<file path="src/rtl/auxbank_pkg.sv">
// auxbank_pkg
// Shared constants for the banked auxiliary memory controller: command codes
// and the unlock pattern. Assumes an 8-bit CPU data bus.
package auxbank_pkg;

    localparam int          UNLOCK_LEN    = 6;
    localparam logic [7:0]  CMD_SET_MASK  = 8'hE0;
    localparam logic [7:0]  CMD_SET_LED   = 8'hE2;
    localparam logic [7:0]  CMD_FORCE_TOP = 8'hFF;

    // Returns the expected byte at a given position of the unlock pattern.
    function automatic logic [7:0] unlock_byte(input int idx);
        case (idx)
            0:       unlock_byte = 8'hFF;
            1:       unlock_byte = 8'h00;
            2:       unlock_byte = 8'h55;
            3:       unlock_byte = 8'hAA;
            4:       unlock_byte = 8'hC1;
            5:       unlock_byte = 8'hAD;
            default: unlock_byte = 8'h00;
        endcase
    endfunction

endpackage

</file>
<file path="src/rtl/auxbank_timeout.sv">
// auxbank_timeout
// Idle timer for the command sequence. Reloads to LIMIT on every register
// write and counts down while the sequence is away from idle. Raises expire
// in the cycle it would reach zero without a write. A write in that same
// cycle takes priority and reloads the timer.
// Assumes LIMIT >= 1 and that LIMIT fits in CNT_W bits.
module auxbank_timeout #(
    parameter int unsigned CNT_W = 16,
    parameter int unsigned LIMIT = 65535
) (
    input  logic clk,
    input  logic rst_n,
    input  logic restart,
    input  logic armed,
    output logic expire
);
    localparam logic [CNT_W-1:0] LOAD = CNT_W'(LIMIT);
    localparam logic [CNT_W-1:0] ONE  = CNT_W'(1);

    logic [CNT_W-1:0] cnt_q;

    // Reload on write, count down while armed, stop at zero.
    always_ff @(posedge clk) begin
        if (!rst_n) begin
            cnt_q <= '0;
        end else if (restart) begin
            cnt_q <= LOAD;
        end else if (armed && cnt_q != '0) begin
            cnt_q <= cnt_q - ONE;
        end
    end

    // Expiry: last count while armed, with no write in the same cycle.
    assign expire = armed && !restart && (cnt_q == ONE);

    // a sequence away from idle always has time left on the timer.
    a_r8_armed_has_time: assert property (@(posedge clk) disable iff (!rst_n)
        armed |-> (cnt_q != '0));

    // the timer never exceeds its load value.
    a_r8_count_bounded: assert property (@(posedge clk) disable iff (!rst_n)
        cnt_q <= LOAD);

endmodule

</file>
<file path="src/rtl/auxbank_seq.sv">
// auxbank_seq
// Tracks the unlock pattern, the command byte and the argument byte on the
// bank write stream. Raises cmd_fire for one cycle on the argument write,
// with cmd_code holding the latched command.
// Assumes a one-cycle wr_en strobe per CPU write.
module auxbank_seq
    import auxbank_pkg::*;
#(
    parameter int PAT_LEN = UNLOCK_LEN
) (
    input  logic       clk,
    input  logic       rst_n,
    input  logic       wr_en,
    input  logic [7:0] wr_data,
    input  logic       tmo_expire,
    output logic       armed,
    output logic       cmd_fire,
    output logic [7:0] cmd_code
);
    localparam int                POS_W   = $clog2(PAT_LEN + 2);
    localparam int                HIT_N   = 2 ** POS_W;
    localparam logic [POS_W-1:0]  CMD_POS = POS_W'(PAT_LEN);
    localparam logic [POS_W-1:0]  ARG_POS = POS_W'(PAT_LEN + 1);
    localparam logic [POS_W-1:0]  POS_ONE = POS_W'(1);

    logic [POS_W-1:0] pos_q, pos_d;
    logic             last_zero_q;
    logic [7:0]       cmd_q;
    logic [HIT_N-1:0] hit_ext;
    logic             zero_pair;
    logic             restart_hit;
    logic             fire;

    // One comparator per pattern position; unused positions never match.
    for (genvar gi = 0; gi < HIT_N; gi++) begin : g_hit
        if (gi < PAT_LEN) begin : g_cmp
            assign hit_ext[gi] = (wr_data == unlock_byte(gi));
        end else begin : g_pad
            assign hit_ext[gi] = 1'b0;
        end
    end

    assign zero_pair   = last_zero_q && (wr_data == 8'h00);
    assign restart_hit = (wr_data == unlock_byte(0));

    // Next sequence position and the command strobe.
    always_comb begin
        pos_d = pos_q;
        fire  = 1'b0;
        if (wr_en) begin
            if (zero_pair) begin
                pos_d = '0;
            end else if (pos_q < CMD_POS) begin
                if (hit_ext[pos_q]) begin
                    pos_d = pos_q + POS_ONE;
                end else if (restart_hit) begin
                    pos_d = POS_ONE;
                end else begin
                    pos_d = '0;
                end
            end else if (pos_q == CMD_POS) begin
                pos_d = ARG_POS;
            end else begin
                fire  = 1'b1;
                pos_d = '0;
            end
        end else if (tmo_expire) begin
            pos_d = '0;
        end
    end

    // Sequence state, zero-write history and the latched command byte.
    always_ff @(posedge clk) begin
        if (!rst_n) begin
            pos_q       <= '0;
            last_zero_q <= 1'b0;
            cmd_q       <= '0;
        end else begin
            pos_q <= pos_d;
            if (wr_en) begin
                last_zero_q <= (wr_data == 8'h00);
            end
            if (wr_en && pos_q == CMD_POS) begin
                cmd_q <= wr_data;
            end
        end
    end

    assign armed    = (pos_q != '0);
    assign cmd_fire = fire;
    assign cmd_code = cmd_q;

    // two zero writes in a row leave the tracker idle.
    a_r7_zero_pair_idle: assert property (@(posedge clk) disable iff (!rst_n)
        (wr_en && wr_data == 8'h00 && last_zero_q) |=> (pos_q == '0));

    // timeout expiry returns the tracker to idle.
    a_r8_timeout_idle: assert property (@(posedge clk) disable iff (!rst_n)
        tmo_expire |=> (pos_q == '0));

    // a write in the command slot always moves on to the argument slot.
    a_r2_cmd_advances: assert property (@(posedge clk) disable iff (!rst_n)
        (wr_en && pos_q == CMD_POS && !zero_pair) |=> (pos_q == ARG_POS));

    // the command strobe only comes with a register write.
    a_r2_fire_needs_write: assert property (@(posedge clk) disable iff (!rst_n)
        cmd_fire |-> wr_en);

endmodule

</file>
<file path="src/rtl/auxbank_led.sv">
// auxbank_led
// Activity LED stretcher. Each trigger seen while enabled loads a counter
// with PULSE. The LED is lit while the counter is nonzero and enable is set.
// Assumes PULSE >= 1 and that PULSE fits in CNT_W bits.
module auxbank_led #(
    parameter int unsigned CNT_W = 11,
    parameter int unsigned PULSE = 1024
) (
    input  logic clk,
    input  logic rst_n,
    input  logic trig,
    input  logic en,
    output logic led
);
    localparam logic [CNT_W-1:0] LOAD = CNT_W'(PULSE);
    localparam logic [CNT_W-1:0] ONE  = CNT_W'(1);

    logic [CNT_W-1:0] cnt_q;
    logic             busy;

    // Load on an enabled trigger, otherwise count down to zero.
    always_ff @(posedge clk) begin
        if (!rst_n) begin
            cnt_q <= '0;
        end else if (trig && en) begin
            cnt_q <= LOAD;
        end else if (cnt_q != '0) begin
            cnt_q <= cnt_q - ONE;
        end
    end

    assign busy = (cnt_q != '0);
    assign led  = en && busy;

    // an enabled access starts a pulse on the next cycle.
    a_r9_pulse_starts: assert property (@(posedge clk) disable iff (!rst_n)
        (trig && en) |=> busy);

    // the LED is dark whenever it is disabled.
    a_r9_dark_when_off: assert property (@(posedge clk) disable iff (!rst_n)
        !en |-> !led);

endmodule

</file>
<file path="src/rtl/auxbank_ctrl.sv">
// auxbank_ctrl
// Top level of the banked auxiliary memory controller. It holds the bank,
// capacity-mask and LED-enable registers, and applies the commands decoded
// by auxbank_seq. The sequence timer and the LED stretcher are submodules.
// Assumes one-cycle strobes on bank_wr and aux_access.
module auxbank_ctrl
    import auxbank_pkg::*;
#(
    parameter int unsigned TMO_CYCLES    = 65535,
    parameter int unsigned LED_PULSE_CYC = 1024
) (
    input  logic       clk,
    input  logic       rst_n,
    input  logic       bank_wr,
    input  logic [7:0] bank_wdata,
    input  logic       aux_access,
    output logic [7:0] bank_sel,
    output logic       led_out
);
    localparam int unsigned TMO_W = $clog2(TMO_CYCLES + 1);
    localparam int unsigned LED_W = $clog2(LED_PULSE_CYC + 1);

    logic [7:0] bank_q;
    logic [7:0] mask_q;
    logic       led_en_q;
    logic       armed;
    logic       tmo_expire;
    logic       cmd_fire;
    logic [7:0] cmd_code;
    logic       force_top;

    auxbank_seq #(
        .PAT_LEN (UNLOCK_LEN)
    ) u_seq (
        .clk        (clk),
        .rst_n      (rst_n),
        .wr_en      (bank_wr),
        .wr_data    (bank_wdata),
        .tmo_expire (tmo_expire),
        .armed      (armed),
        .cmd_fire   (cmd_fire),
        .cmd_code   (cmd_code)
    );

    auxbank_timeout #(
        .CNT_W (TMO_W),
        .LIMIT (TMO_CYCLES)
    ) u_tmo (
        .clk     (clk),
        .rst_n   (rst_n),
        .restart (bank_wr),
        .armed   (armed),
        .expire  (tmo_expire)
    );

    auxbank_led #(
        .CNT_W (LED_W),
        .PULSE (LED_PULSE_CYC)
    ) u_led (
        .clk   (clk),
        .rst_n (rst_n),
        .trig  (aux_access),
        .en    (led_en_q),
        .led   (led_out)
    );

    assign force_top = cmd_fire && (cmd_code == CMD_FORCE_TOP);

    // Bank register: loads every write; the forcing command sets all ones.
    always_ff @(posedge clk) begin
        if (!rst_n) begin
            bank_q <= 8'h00;
        end else if (bank_wr) begin
            bank_q <= force_top ? 8'hFF : bank_wdata;
        end
    end

    // Capacity mask and LED enable: updated only by their commands.
    always_ff @(posedge clk) begin
        if (!rst_n) begin
            mask_q   <= 8'hFF;
            led_en_q <= 1'b1;
        end else if (cmd_fire) begin
            if (cmd_code == CMD_SET_MASK) begin
                mask_q <= bank_wdata;
            end
            if (cmd_code == CMD_SET_LED) begin
                led_en_q <= bank_wdata[0];
            end
        end
    end

    assign bank_sel = bank_q & mask_q;

    // after a write the bank holds the written byte or the forced value.
    a_r1_write_loads: assert property (@(posedge clk) disable iff (!rst_n)
        bank_wr |=> (bank_q == $past(bank_wdata) || bank_q == 8'hFF));

    // without a register write the effective bank does not move.
    a_r3_sel_stable: assert property (@(posedge clk) disable iff (!rst_n)
        !bank_wr |=> $stable(bank_sel));

    // the forcing command leaves all ones in the bank register.
    a_r5_force_top: assert property (@(posedge clk) disable iff (!rst_n)
        force_top |=> (bank_q == 8'hFF));

    // the LED enable only changes on a command strobe.
    a_r4_led_en_hold: assert property (@(posedge clk) disable iff (!rst_n)
        !cmd_fire |=> $stable(led_en_q));

endmodule

</file>
<file path="config.mk">
export PLATFORM = sky130hd
export DESIGN_NAME = auxbank_ctrl
export DESIGN_NICKNAME = d
export VERILOG_FILES = /design/src/rtl/auxbank_pkg.sv /design/src/rtl/auxbank_timeout.sv /design/src/rtl/auxbank_seq.sv /design/src/rtl/auxbank_led.sv /design/src/rtl/auxbank_ctrl.sv
export SDC_FILE = /design/constraint.sdc
export NUM_CORES = 1
export LEC_CHECK = 0
export ABC_AREA = 1
export ABC_CLOCK_PERIOD_IN_PS = 3230
export CORE_ASPECT_RATIO = 0.75
export CORE_MARGIN = 4
export CORE_UTILIZATION = 55
export CTS_BUF_LIST = sky130_fd_sc_hd__clkbuf_2
export CTS_CLUSTER_SIZE = 10
export DETAILED_ROUTE_END_ITERATION = 8
export GPL_ROUTABILITY_DRIVEN = 0
export PLACE_DENSITY_LB_ADDON = 0.3
export SLEW_MARGIN = 20
export SYNTH_ARGS = -nofsm -noshare
export SYNTH_HDL_FRONTEND = slang
export SYNTH_HIERARCHICAL = 1
export SYNTH_SLANG_ARGS = --single-unit
</file>
<file path="constraint.sdc">
create_clock -name clk -period 3.23 [get_ports clk]
set_input_delay 0.323 -clock clk [delete_from_list [all_inputs] [get_ports clk]]
set_output_delay 0.323 -clock clk [all_outputs]
set_load 0.005 [all_outputs]
</file>
==> impl_metrics.toml <==
[outcome]
status = "completed"

[floorplan]
die_y_um = 76.2
rows = 24
core_area_um2 = 5920
die_width_um = 98.9
initial_core_util_pct = 57.6
io_pins = 21
die_area_um2 = 7530

[cts]
clk_latency_ns = 0.48
post-cts-setup-buffers = 0
path_clk_slew_ns = 0.29
cts_max_level = 2
cts.sinks = 56
post_cts_resized = 0
clock-root-buffer = "clkbuf_2"
numCtsBuffers = 5
clk_path_buf_depth = 2
cts_tree = "yes"
cts_hold_buf = 0

[critical_path]
endpoint_kind = "output port"
arrival_ns = 1.97
cp.required_ns = 2.91
critical_path_peak_fanout = 4
crit_type = "reg -> out"
cp-start-kind = "flip-flop"

[hold_path]
hold_class = "in -> reg"

[logic_synthesis]
syn_nets = 534
synth.distinct_cells = 34
synth_seq_cells = 56
netlist_area_um2 = 3410
syn_inst = 515
synth.yosys.seq_area_share_pct = 32.9
syn_area_per_cell_um2 = 6.61
yosys_warnings = 6

[finish]
layout.nets = 555
post-route-util_pct = 62.6
fill_cells = 529
final_cell_mix = "nand2_1 (116), nand3_1 (67), inv_1 (65), nor2_1 (65), dfxtp_1 (56)"
multi_input_area_um2 = 1960
regArea_um2 = 1120
diodes = 0
drive_gt1_share_pct = 11.9
final_common_cell = "nand2_1"
syn_to_final_growth_pct = 8.71

[grt]
grt_pass1_wl_um = 12700
overflow = 0
grt_pass1_vias = 2804
antenna_found_initial = 0
grt_max_degree = 20
grt.total_usage_pct = 20.1

[route]
drt_wl_total_um = 7630
drtIter0Drc = 163
route.detailed.drc = 0
vias = 3272
wire_per_inst_um = 12.4
viasPerCell = 5.32
drtAntennaViolNets = 0
dr.pass1.iters = 5

[power]
vdd_drop_max_uv = 263
total_power_uw = 2090
p_leak_uw = 0.00171
p_per_area_nw_per_um2 = 564

[place]
hpwl_um = 5660
portBuffers = 20

[timing]
relSlewSlack_pct = 62.6
finalCriticalPeriod_ns = 2.29
fmax_mhz = 437
tightest_slew_ns = 0.560
fin_skew_ns = 0.0300
rsz0062_at_grt = "false"
min_period_over_period_pct = 70.9
hold_viol = 0
setup_tns_ns = 0
setup_violations = 0
slew_violations = 0

[run]
cap_violations = 0
-- path summary, 6_finish.rpt --
kind	start	to	slack, ns	depth (start not counted)
max	u_led/cnt_q[1]	led_out	0.94	6
min	aux_access	u_led/cnt_q[10]	0.47	5
max reg2reg	u_seq/pos_q[0]	mask_q[6]	1.25	8
min reg2reg	u_seq/cmd_code[4]	u_seq/cmd_code[4]	0.48	2
-- flip-flops by register name (all words and copies together) (netlist names) --
| name | count |
|---|---|
| led_en_q | 1 |
| u_seq/pos_q | 3 |
| u_seq/last_zero_q | 1 |
| bank_q | 8 |
| mask_q | 8 |
| u_seq/cmd_code | 8 |
| u_tmo/cnt_q | 16 |
| u_led/cnt_q | 11 |
-- critical path, stage by stage, from the launching register on --
cell             delay [ns]
dfxtp_1                0.39
inv_1                  0.09
ha_1                   0.19
nand3_2                0.12
nor3_4                 0.19
nor2_1                 0.06
clkdlybuf4s50_1        0.44
-- final cells by class --
cell class	instances	area share (%)
tap	78	2.64
sequential	56	30.3
clock buffer	5	0.676
clock inverter	3	0.473
timing repair buffer	23	6.02
inverter	70	7.10
multi-input combinational	380	52.8
-- synth_stat cells, drive strengths merged --
master	instances	area (um2)
inv	70	263
dfxtp	56	1120
buf	7	58.8
xor2	3	26.3
nand3b	1	7.51
o21ai	26	130
nand2	133	562
ha	7	87.6
nand4	4	25.0
nor3	11	86.3
nor3b	1	7.51
a21oi	34	178
nand3	73	403
xnor2	1	8.76
nor4	1	6.26
or2	3	18.8
o21bai	1	7.51
clkbuf	2	7.51
nor2	81	402
-- power by group --
group	switching, uW	internal, uW
clock	226	53.0
combinational	590	365
sequential	83.1	771
-- through the flow --
step	setup WS (ns)	cells	hold slack (ns)	cell area [um2]
floorplan	1.53	515	0.416	3410
global placement	0.855	607	0.444	3660
detailed placement	0.769	607	0.449	3660
CTS	0.912	615	0.459	3700
global route	0.778	615	0.433	3700
finish	0.941	615	0.466	3700
-- cell families after synthesis --
group / share of synthesized area [%]
simple gates: 44.6
buf+inv: 9.66
compound gates: 9.26
flops: 32.9
fa+ha+maj: 2.57
xor+xnor: 1.03
-- routing by layer --
metal	vias up	wire length, um	global-route usage (%)
met2	88	3480	31.6
met5	-	0	0
met4	0	74	5.46
met1	1494	3700	28.1
li1	1684	-	-
met3	6	377	3.66
No activity file was read; power rests on OpenSTA's default activity.
